[config.mk]
export PLATFORM = sky130hd
export DESIGN_NAME = tap_timer
export DESIGN_NICKNAME = d
export VERILOG_FILES = /design/src/rtl/tt_pkg.sv /design/src/rtl/tt_edge_sync.sv /design/src/rtl/tt_chain.sv /design/src/rtl/tt_oneshot.sv /design/src/rtl/tap_timer.sv
export SDC_FILE = /design/constraint.sdc
export NUM_CORES = 1
export LEC_CHECK = 0
export CAP_MARGIN = 20
export CORE_MARGIN = 5
export CORE_UTILIZATION = 55
export DETAILED_ROUTE_END_ITERATION = 12
export PLACE_DENSITY = 0.8
export SYNTH_ARGS = -nofsm -noshare
export SYNTH_HDL_FRONTEND = slang
export SYNTH_SLANG_ARGS = --single-unit
[constraint.sdc]
create_clock -name clk -period 2.96 [get_ports clk]
set_clock_uncertainty 0.1 [all_clocks]
set_input_delay 0.444 -clock clk [delete_from_list [all_inputs] [get_ports clk]]
set_output_delay 0.444 -clock clk [all_outputs]
set_load 0.005 [all_outputs]
[src/rtl/tt_pkg.sv]
package tt_pkg;

    localparam int SECT_W_DEF   = 8;
    localparam int NUM_SECT_DEF = 3;
    localparam int SEL_W_DEF    = 4;
    localparam int LEN_W_DEF    = 16;

    typedef enum logic [1:0] {
        CH_SERIES = 2'd0,
        CH_SKIP   = 2'd1,
        CH_SPLIT  = 2'd2
    } chain_mode_t;

    function automatic chain_mode_t pick_mode(input logic skip8,
                                              input logic set_req,
                                              input logic clr_req);
        if (skip8 && set_req && clr_req) return CH_SPLIT;
        else if (skip8)                  return CH_SKIP;
        else                             return CH_SERIES;
    endfunction

endpackage

[src/rtl/tt_edge_sync.sv]
module tt_edge_sync (
    input  logic clk,
    input  logic rst,
    input  logic async_in,
    output logic fall_o
);
    logic meta_q, sync_q, last_q;

    always_ff @(posedge clk) begin
        if (rst) begin
            meta_q <= 1'b0;
            sync_q <= 1'b0;
            last_q <= 1'b0;
        end else begin
            meta_q <= async_in;
            sync_q <= meta_q;
            last_q <= sync_q;
        end
    end

    assign fall_o = last_q && !sync_q;
endmodule

[src/rtl/tt_chain.sv]
module tt_chain
    import tt_pkg::*;
#(
    parameter int SECT_W   = SECT_W_DEF,
    parameter int NUM_SECT = NUM_SECT_DEF,
    localparam int STAGES  = SECT_W * NUM_SECT
) (
    input  logic              clk,
    input  logic              rst,
    input  logic              clear,
    input  logic              adv,
    input  chain_mode_t       mode,
    output logic [STAGES-1:0] stage_q
);
    logic [NUM_SECT-1:0] cin;

    // Carry into each section depends on the chain configuration.
    always_comb begin
        logic ripple;
        ripple = adv && (mode == CH_SERIES);
        for (int i = 0; i < NUM_SECT; i++) begin
            if (mode == CH_SPLIT)
                cin[i] = adv;
            else if (mode == CH_SKIP && i == 1)
                cin[i] = adv;
            else
                cin[i] = ripple;
            ripple = cin[i] && (&stage_q[i*SECT_W +: SECT_W]);
        end
    end

    for (genvar g = 0; g < NUM_SECT; g++) begin : g_sect
        logic [SECT_W-1:0] sec_q;
        always_ff @(posedge clk) begin
            if (rst || clear)
                sec_q <= '0;
            else if (cin[g])
                sec_q <= sec_q + 1'b1;
        end
        assign stage_q[g*SECT_W +: SECT_W] = sec_q;
    end
endmodule

[src/rtl/tt_oneshot.sv]
module tt_oneshot #(
    parameter int LEN_W = 16
) (
    input  logic             clk,
    input  logic             rst,
    input  logic             clear,
    input  logic             en,
    input  logic             level_in,
    input  logic [LEN_W-1:0] len,
    output logic             pulse_o
);
    logic             prev_q;
    logic [LEN_W-1:0] left_q;
    logic             rise;

    assign rise = level_in && !prev_q;

    always_ff @(posedge clk) begin
        if (rst || clear) begin
            prev_q <= 1'b0;
            left_q <= '0;
        end else begin
            prev_q <= level_in;
            if (en && rise)
                left_q <= len;
            else if (left_q != '0)
                left_q <= left_q - 1'b1;
        end
    end

    assign pulse_o = en && (left_q != '0);
endmodule

[src/rtl/tap_timer.sv]
module tap_timer
    import tt_pkg::*;
#(
    parameter int SECT_W   = SECT_W_DEF,
    parameter int NUM_SECT = NUM_SECT_DEF,
    parameter int SEL_W    = SEL_W_DEF,
    parameter int LEN_W    = LEN_W_DEF
) (
    input  logic             clk,
    input  logic             rst,
    input  logic             tick_in,
    input  logic             set_i,
    input  logic             clr_i,
    input  logic             hold_i,
    input  logic             gate_off_i,
    input  logic             skip8_i,
    input  logic [SEL_W-1:0] sel_i,
    input  logic             pulse_en_i,
    input  logic [LEN_W-1:0] pulse_len_i,
    output logic             tap_o
);
    localparam int STAGES = SECT_W * NUM_SECT;
    localparam int IDX_W  = $clog2(STAGES);

    chain_mode_t       mode;
    logic              fall, adv_raw, chain_adv, chain_clr;
    logic              latch_q;
    logic [STAGES-1:0] stage_q;
    logic [IDX_W-1:0]  tap_idx;
    logic              tap_raw, shaped;

    assign mode      = pick_mode(skip8_i, set_i, clr_i);
    assign chain_clr = (set_i || clr_i) && (mode != CH_SPLIT);
    assign adv_raw   = fall && !hold_i && !gate_off_i;
    assign chain_adv = adv_raw && !latch_q &&
                       ((mode == CH_SPLIT) || (!set_i && !clr_i));

    tt_edge_sync u_sync (
        .clk      (clk),
        .rst      (rst),
        .async_in (tick_in),
        .fall_o   (fall)
    );

    // Output latch: set drives it high, the first qualified edge after release drops it.
    always_ff @(posedge clk) begin
        if (rst)
            latch_q <= 1'b0;
        else if (mode == CH_SPLIT || clr_i)
            latch_q <= 1'b0;
        else if (set_i)
            latch_q <= 1'b1;
        else if (adv_raw)
            latch_q <= 1'b0;
    end

    tt_chain #(
        .SECT_W   (SECT_W),
        .NUM_SECT (NUM_SECT)
    ) u_chain (
        .clk     (clk),
        .rst     (rst),
        .clear   (chain_clr),
        .adv     (chain_adv),
        .mode    (mode),
        .stage_q (stage_q)
    );

    // The select code always addresses the stages above the skippable section.
    assign tap_idx = IDX_W'(sel_i) + IDX_W'(SECT_W);
    assign tap_raw = stage_q[tap_idx];

    logic os_pulse;
    tt_oneshot #(
        .LEN_W (LEN_W)
    ) u_oneshot (
        .clk      (clk),
        .rst      (rst),
        .clear    (chain_clr),
        .en       (pulse_en_i),
        .level_in (tap_raw),
        .len      (pulse_len_i),
        .pulse_o  (os_pulse)
    );

    assign shaped = pulse_en_i ? os_pulse : tap_raw;
    assign tap_o  = latch_q || shaped;
endmodule

======== Word level (Yosys, flattened, before mapping) ========
Cells that the tools add are included.
word-level totals
  register bits after elaboration ......... 45
  output and inout port bits .............. 1
  logic and storage cells ................. 65
operators by class
  add/sub/neg operators ................... 5
  order comparisons ....................... 1
  equal/unequal tests ..................... 3
  mux-type cells .......................... 13
  reductions and logical operators ........ 34
operator list
  cell                                                 count
  two-way mux 16 bit                                   2
  adder 8 x 1 -> 8 bit (second input constant)         3
  AND reduction 8 bit                                  2
  nonzero test 16 bit                                  1
  subtractor 16 x 1 -> 16 bit (second input constant)  1
  logical AND 1 bit                                    15
  two-way mux 1 bit                                    9
  zero test 1 bit                                      7
  < comparator 5 x 6 -> 1 bit (second input constant)  1
  adder 4 x 4 -> 5 bit (second input constant)         1
  binary-select mux 1 bit (select 5 bit)               1
  logical OR 1 bit                                     5
  nonzero test 2 bit                                   2
  == test 2 x 1 -> 1 bit (second input constant)       1
  == test 2 bit (second input constant)                1
  zero test 2 bit                                      1
  two-way mux 2 bit                                    1
  != test 2 bit (second input constant)                1
  OR reduction 2 bit                                   1

======== Depth between registers and ports, before layout ========
Gate-level depths: netlist of the first run.
  word-level depth ........................ 13
  mapped depth ............................ 8
  depth with buffers taken out ............ 7

======== Hierarchy ========
Synthesis of the first run repeated with hierarchy kept, for this count alone.
unflattened totals
  cells, all modules ...................... 267
  area, all modules ....................... 2421.1 sq um
modules (own cells, without submodules)
  module        instances  cells each  area each (sq um)  seq. area each (sq um)
  tt_chain      1          129         1169.9             480.5
  tt_oneshot    1          114         952.2              340.3
  tap_timer     1          17          211.5              20.0
  tt_edge_sync  1          7           87.6               60.1

======== Worst setup path after synthesis of the first run ========
OpenSTA, ideal clock, no wires.
  path kind ............................... input-to-reg
  start ................................... input hold_i
  end ..................................... register u_chain.g_sect[2].sec_q[4]
  library setup time ...................... 0.071 ns
  data arrival time ....................... 2.238 ns
  data required time ...................... 2.789 ns
  setup slack ............................. 0.552 ns
  cell stages on the path ................. 7
  path buffers ............................ 2
  cell sequence ........................... or4b_4 > or2_1 > buf_6 > o31a_1 > buf_6 > or3_1 > a21oi_1
between the ends
  cells in the longest elaborated chain, start to end .. 12
RTL lines
  what                               RTL line         source
  start: declaration                 tap_timer.sv:14  input logic hold_i,
  zero test 1 bit *                  tap_timer.sv:34  assign adv_raw = fall && !hold_i && !gate_off_i;
  logical AND 1 bit * (2 in series)  tap_timer.sv:34
  logical AND 1 bit * (2 in series)  tap_timer.sv:35  assign chain_adv = adv_raw && !latch_q &&
  logical AND 1 bit                  tt_chain.sv:20   ripple = adv && (mode == CH_SERIES);
  two-way mux 1 bit                  tt_chain.sv:22   if (mode == CH_SPLIT)
  logical AND 1 bit                  tt_chain.sv:28   ripple = cin[i] && (&stage_q[i*SECT_W +: SECT_W]);
  two-way mux 1 bit                  tt_chain.sv:24   else if (mode == CH_SKIP && i == 1)
  two-way mux 1 bit                  tt_chain.sv:22
  logical AND 1 bit                  tt_chain.sv:28
  two-way mux 1 bit *                tt_chain.sv:22
  end signal: assignment             tt_chain.sv:38   sec_q <= sec_q + 1'b1;
  end: declaration                   tt_chain.sv:33   logic [SECT_W-1:0] sec_q;
Mark *: on every way between the ends. The rest lies on a longest branch, timed or not.
A chain may end at the register's enable or synchronous reset.

======== Worst setup path after layout of the first run ========
  start ................................... input sel_i[3]
  end ..................................... output tap_o
between the ends
  cells in the longest elaborated chain, start to end .. 5
RTL lines
  what                                     RTL line         source
  start: declaration                       tap_timer.sv:17  input logic [SEL_W-1:0] sel_i,
  adder 4 x 4 -> 5 bit                     tap_timer.sv:70  assign tap_idx = IDX_W'(sel_i) + IDX_W'(SECT_W);
  binary-select mux 1 bit (select 5 bit)   tap_timer.sv:71  assign tap_raw = stage_q[tap_idx];
  two-way mux 1 bit (not written as such)  tap_timer.sv:71
  two-way mux 1 bit                        tap_timer.sv:86  assign shaped = pulse_en_i ? os_pulse : tap_raw;
  logical OR 1 bit                         tap_timer.sv:87  assign tap_o = latch_q || shaped;
  end: declaration                         tap_timer.sv:20  output logic tap_o
No other way between the ends. The select of a mux whose other input is x is not followed.

==> metrics, run 1 <==
Post-DP Area=2710 um^2; largest net degree at the start of global routing=21; Leakage Power=0.9796 nW; DRC violations left=0; synth unique cells=41; ANT nets after route=0; area delta synth->final=23.31%; Via Count=1953; gr usage total=19.24%; Clock power frac=20.7%; slowest CP cell=mux4_2; critical path launch point type=input pin; cell area after layout=2833 um^2; syn_area_per_cell=9.116 um^2; DP HPWL=3633 um; post-synthesis cell area=2297 um^2; Endpoint, Worst Hold=u_sync.sync_q; initial antenna violation count=0; CTS tree=built; RSZ-0062 raised after global routing=no; Mapped Cells=252; CORE AREA=4029 um^2; Hold Path Depth=1; Final Slew Violations=0; WP data required=2.42 ns; drt total wl=4946 um; Hold WS=0.3428 ns; Die ar.=5569 um^2; DRT Pass-1 Iters=4; R2R Path End=u_chain.g_sect[2].sec_q[6]; leading register cell type out of synthesis=dfxtp_1; combinational share of power=45.5%; P_int=0.001437 W; part of the power in registers=33.8%; net switching power=0.0007250 W; fmax=0.3444 GHz; most common cell after layout, fill and taps aside=dfxtp_1; Die H=74.63 um; Starting Density=57.02%; # diodes=0; Reg2Reg Launch Point=u_chain.g_sect[1].sec_q[0]; Worst setup EP type=primary output; Die Wd=74.63 um; Synthesized Nets=285; Hold Crit Class=flop to flop; Synth warnings=0; clock root buffer=clkbuf_8; clock-pin slew on the worst setup and hold paths=0.07 ns; crit path cell chain=clkdlybuf4s50_1, mux4_2, mux2i_2, mux2_4, o21ai_1, clkdlybuf4s50_1; flop2flop setup slack=0.48 ns; Layout Nets=327; most frequent cells in the layout=dfxtp_1 (45), clkdlybuf4s50_1 (28), nor2_1 (27); cts hold-fix bufs=0; slew margin rel.=51.52%; Slew @ Worst Pin=0.7245 ns; CP Class=input pin to primary output; Iteration-0 DRC Markers=57; VDD IR max=0.3237 mV; Hold Startpoint=u_sync.meta_q; fin crit share=98.10%; most frequent CP cell=clkdlybuf4s50_1; sequential share of the synthesized area=39.22%; RePlAce Congestion=0.8448; P per Cell Area=763.1 nW/um^2; number of flops mapped to enable cells by yosys=0; Clock Path Buffers=2; fin crit period=2.904 ns; Synth top area share=39.22%; clk sinks=45; ys async rst share=0%; global route overflow=0; status=finished clean; Port Buffers=29; register bit total from synthesis=45; Via density=5.677; post-CTS setup buffers=0; DR WL/cell=14.38 um; MaxCap Viol Count=0; CP Data Arrival Time=2.36 ns; Hold Violations, Final=0; Clk Latency, worst-skew pair=0.30 ns; Final setup viols=0; CP peak stage delay=0.51 ns; Num CTS Buffers=5; share of cells above drive strength 1=11.90%; switching portion of total power=33.54%; vias in the first global route=1961; Area contributors post-synth=dfxtp_1 (39%), xnor2_1 (8.0%), nor2_1 (4.4%), mux4_2 (3.9%), o2bb2ai_1 (3.8%); I/O pin count=30; Synth area leader=dfxtp_1; first-pass GRT wire length=8418 um; worst r2r path cells=6; crit-path max FO=2; cell row count=23; H-tree levels=2
timing repair:
| action | in CTS | in global routing |
|---|---|---|
| pin swaps | 1 | 0 |
| resized for setup | 3 | 3 |
| setup endpoints to repair | 1 | 1 |
metal layers:
layer	vias to the layer above	global-route usage, %	wire [um]
met5	-	0	0
met4	0	5.336	53
met3	6	4.139	201
met2	27	36.20	2529
met1	917	21.78	2162
li1	1003	-	-
cell usage after synthesis (2+ instances only):
cell,count
nand4_1,5
o2bb2ai_1,10
mux2i_1,7
or4b_1,2
a21oi_1,8
nor2b_1,3
nand2_1,16
ha_1,4
and3_1,3
a211oi_1,3
o21ai_0,10
nor4_1,6
and4_1,2
nand3_1,12
xnor2_1,21
xor2_1,7
nor3_1,9
or2_2,4
or3_1,8
clkbuf_1,6
dfxtp_1,45
mux4_2,4
inv_1,5
buf_6,2
nor2_1,27
o31ai_1,4
or4_1,5
power groups by stage:
stage	Combinational [W]	Sequential (W)	Clock [W]
after global routing	0.00110	0.000741	0.000483
after detailed placement	0.000937	0.000745	0
after floorplan	0.000717	0.000729	0
final	0.000983	0.000732	0.000447
after CTS	0.000991	0.000731	0.000458
after global placement	0.000926	0.000742	0
state kept, by name (all words and copies together), names as in the netlist:
| register | flops |
|---|---|
| u_sync.last_q | 1 |
| latch_q | 1 |
| u_sync.meta_q | 1 |
| u_chain.g_sect.sec_q | 24 |
| u_oneshot.left_q | 16 |
| u_sync.sync_q | 1 |
| u_oneshot.prev_q | 1 |
cell type report:
cell class / count / area, um^2
multi-input combinational: 194 / 1353
tap: 50 / 62.56
inverter: 5 / 18.77
clock buffer: 5 / 68.82
clock inverter: 2 / 35.03
timing repair buffer: 43 / 394.1
sequential: 45 / 900.9
fill: 320 / 1196
worst max-delay path by stage:
| stage | from | endpoint | slack, ns | depth (start not counted) |
|---|---|---|---|---|
| 6_report | sel_i[3] | tap_o | 0.06 | 6 |
| 3_5_place_dp | sel_i[2] | tap_o | -0.12 | 6 |
| 3_3_place_gp | sel_i[2] | tap_o | -0.08 | 6 |
| 2_1_floorplan | hold_i | u_chain.g_sect[2].sec_q[4] | 0.55 | 7 |
| 5_1_grt | sel_i[3] | tap_o | 0.004 | 6 |
| 4_1_cts | sel_i[3] | tap_o | 0.01 | 6 |
critical path: cells and delay by family:
kind,cells,cell delay (ns)
compound gates,1,0.06
buf+inv,2,0.95
mux,3,0.90
metrics by stage:
| step | std cells | TNS [ns] | setup WS [ns] | power, W | util (%) |
|---|---|---|---|---|---|
| after floorplan | 252 | 0 | 0.5518 | 0.001446 | - |
| after CTS | 344 | 0 | 0.01339 | 0.002181 | 70.12 |
| after global routing | 344 | 0 | 0.004302 | 0.002319 | 70.31 |
| after detailed placement | 337 | -0.1161 | -0.1161 | 0.001682 | 67.27 |
| after global placement | 337 | -0.07915 | -0.07915 | 0.001668 | 67.27 |
| final | 344 | 0 | 0.05620 | 0.002162 | 70.31 |
kinds of logic after synthesis:
kind of cell | Yosys count | synth area share (%)
DFF | 45 | 39.22
AOI/OAI and AO/OA | 41 | 12.31
buffers and inverters | 13 | 2.778
muxes | 12 | 7.462
adders and majority gates | 4 | 2.179
and+or+nand+nor | 109 | 25.38
xor gates and xnor gates | 28 | 10.68
No activity file was read; power rests on OpenSTA's default activity.
==> run 2: changes to the inputs <==
--- a/config.mk
+++ b/config.mk
@@ -8,6 +8,7 @@
 export CAP_MARGIN = 20
 export CORE_MARGIN = 5
 export CORE_UTILIZATION = 55
+export CTS_CLUSTER_SIZE = 24
 export DETAILED_ROUTE_END_ITERATION = 12
 export PLACE_DENSITY = 0.8
 export SYNTH_ARGS = -nofsm -noshare
==> results of run 2 <==
No change in the layout: final DEF, timing and power equal those of run 1.
==> run 3: changes to the inputs <==
--- a/config.mk
+++ b/config.mk
@@ -7,10 +7,11 @@
 export LEC_CHECK = 0
 export CAP_MARGIN = 20
 export CORE_MARGIN = 5
-export CORE_UTILIZATION = 55
+export CORE_UTILIZATION = 62
 export CTS_CLUSTER_SIZE = 24
 export DETAILED_ROUTE_END_ITERATION = 12
-export PLACE_DENSITY = 0.8
+export DONT_BUFFER_PORTS = 1
+export PLACE_DENSITY = 0.78
 export SYNTH_ARGS = -nofsm -noshare
 export SYNTH_HDL_FRONTEND = slang
 export SYNTH_SLANG_ARGS = --single-unit
==> run 3 against run 2 <==
Register-to-register slack got worse by 0.02 ns. Clock power increased by 9.2%. Flip-flop and latch count unchanged. First-iteration DRC count increased by 95%. Global-route usage decreased by 0.21 points. Via count decreased by 8.8%. Wire length decreased by 7.5%. Die area decreased by 9.8%. Core utilization decreased by 2.4 points. Critical endpoint unchanged. Largest cell class unchanged. Largest power group unchanged.
==> metrics, run 3 (synthesized netlist as in run 1, its figures left out) <==
Worst setup EP type=primary output; Fillers=315; Final setup viols=0; DR WL/cell=15.05 um; total power=0.002067 W; most frequent cells in the layout=dfxtp_1 (45), nor2_1 (27), xnor2_1 (21); share of cells above drive strength 1=9.766%; Top delay family on crit path=simple AND/OR/NAND/NOR gates; Layout Nets=288; CP Class=flop to primary output; Slew @ Worst Pin=0.7977 ns; Die Wd=70.87 um; RSZ-0062 raised after global routing=no; WP data required=2.42 ns; fin crit share=92.93%; TNS Setup=0 ns; Post-DP Area=2346 um^2; crit-path max FO=6; switching portion of total power=33.77%; global route overflow=0; Via density=5.859; gr usage total=19.04%; Die ar.=5023 um^2; Iteration-0 DRC Markers=111; ANT nets after route=0; vias in the first global route=1668; crit path cell chain=inv_1, ha_1, or4b_1, nor4_2, buf_4, o21ba_2, o21ai_0; largest net degree at the start of global routing=24; Starting Density=63.22%; CTS tree=built; CORE AREA=3633 um^2; flop2flop setup slack=0.46 ns; Die H=70.87 um; Resized cells post-CTS=0; Clock Path Buffers=2; area delta synth->final=7.353%; clock root buffer=clkbuf_8; Hold Violations, Final=0; Top reg by flops=u_chain.g_sect.sec_q; slew margin rel.=46.63%; first-pass GRT wire length=7721 um; combinational share of power=41.1%; RePlAce Congestion=0.8193; Via Count=1781; Final Slew Violations=0; CP bufs+invs=2; slowest CP cell=or4b_1; fin crit period=2.751 ns; cell row count=22; I/O pin count=30; MaxCap Viol Count=0; CP peak stage delay=0.58 ns; Util after Layout=67.87%; Hold Crit Class=input pin to flop; P per Cell Area=838.1 nW/um^2; net switching power=0.0006980 W; Clk Latency, worst-skew pair=0.30 ns; most common cell after layout, fill and taps aside=dfxtp_1; max reg flops=24; VDD IR max=0.3889 mV; critical path launch point type=flop; DRC violations left=0; Num CTS Buffers=5; drt total wl=4576 um; DP HPWL=3319 um; part of the power in registers=35.3%; Port Buffers=0; CP Data Arrival Time=2.21 ns; Leakage Power=0.8137 nW; cell area after layout=2466 um^2; status=finished clean; # diodes=0; post-CTS setup buffers=0; clk sinks=45; DRT Pass-1 Iters=4; P_int=0.001369 W; H-tree levels=2; Clock power frac=23.6%; clock-pin slew on the worst setup and hold paths=0.08 ns; initial antenna violation count=0; cts hold-fix bufs=0; fmax=0.3636 GHz; Largest regs=u_chain.g_sect.sec_q x24, u_oneshot.left_q x16
run 3: cell types whose count changed in the layout (fill, tap and decap cells not counted), sizes merged:
| cell | previous run | this run |
|---|---|---|
| buf | 14 | 4 |
| clkbuf | 5 | 6 |
| clkdlybuf4s50 | 28 | 0 |
| clkinv | 1 | 0 |
| clkinvlp | 0 | 1 |
| dlygate4sd2 | 1 | 0 |
run 3: layer usage:
| layer | GRT usage (%) | up-vias | part of all wire (%) |
|---|---|---|---|
| li1 | - | 925 | - |
| met1 | 23.89 | 815 | 45 |
| met2 | 31.51 | 34 | 48 |
| met3 | 4.688 | 7 | 5.2 |
| met4 | 7.307 | 0 | 1.6 |
| met5 | 0 | - | 0 |
run 3: path summary, 6_finish.rpt:
check,from,endpoint,cells after the start
worst min register to register,u_sync.meta_q,u_sync.sync_q,1
worst max-delay path,u_oneshot.left_q[0],tap_o,7
worst min-delay path,rst,u_sync.last_q,1
worst max register to register,u_sync.sync_q,u_chain.g_sect[2].sec_q[5],5
run 3: power by group through the flow:
stage	registers (W)	clock network, W	logic, W
floorplan	0.000729	0	0.000717
global placement	0.000740	0	0.000836
CTS	0.000729	0.000497	0.000860
detailed placement	0.000744	0	0.000850
global route	0.000737	0.000521	0.000936
finish	0.000730	0.000488	0.000849
run 3: area by class of cell:
class / count / area [um^2] / share of cell area (%)
tap: 48 / 60.06 / 2.435
clock buffer: 6 / 82.58 / 3.349
timing repair buffer: 4 / 30.03 / 1.218
sequential: 45 / 900.9 / 36.53
multi-input combinational: 194 / 1336 / 54.19
inverter: 5 / 18.77 / 0.7610
clock inverter: 2 / 37.54 / 1.522
run 3: through the flow:
step | cells | hold slack (ns) | setup WS, ns
finish | 304 | 0.1052 | 0.2094
global route | 304 | 0.09121 | 0.08543
CTS | 304 | 0.1017 | 0.1669
detailed placement | 296 | 0.3398 | 0.3574
global placement | 296 | 0.3323 | 0.3956
floorplan | 252 | 0.3138 | 0.5518
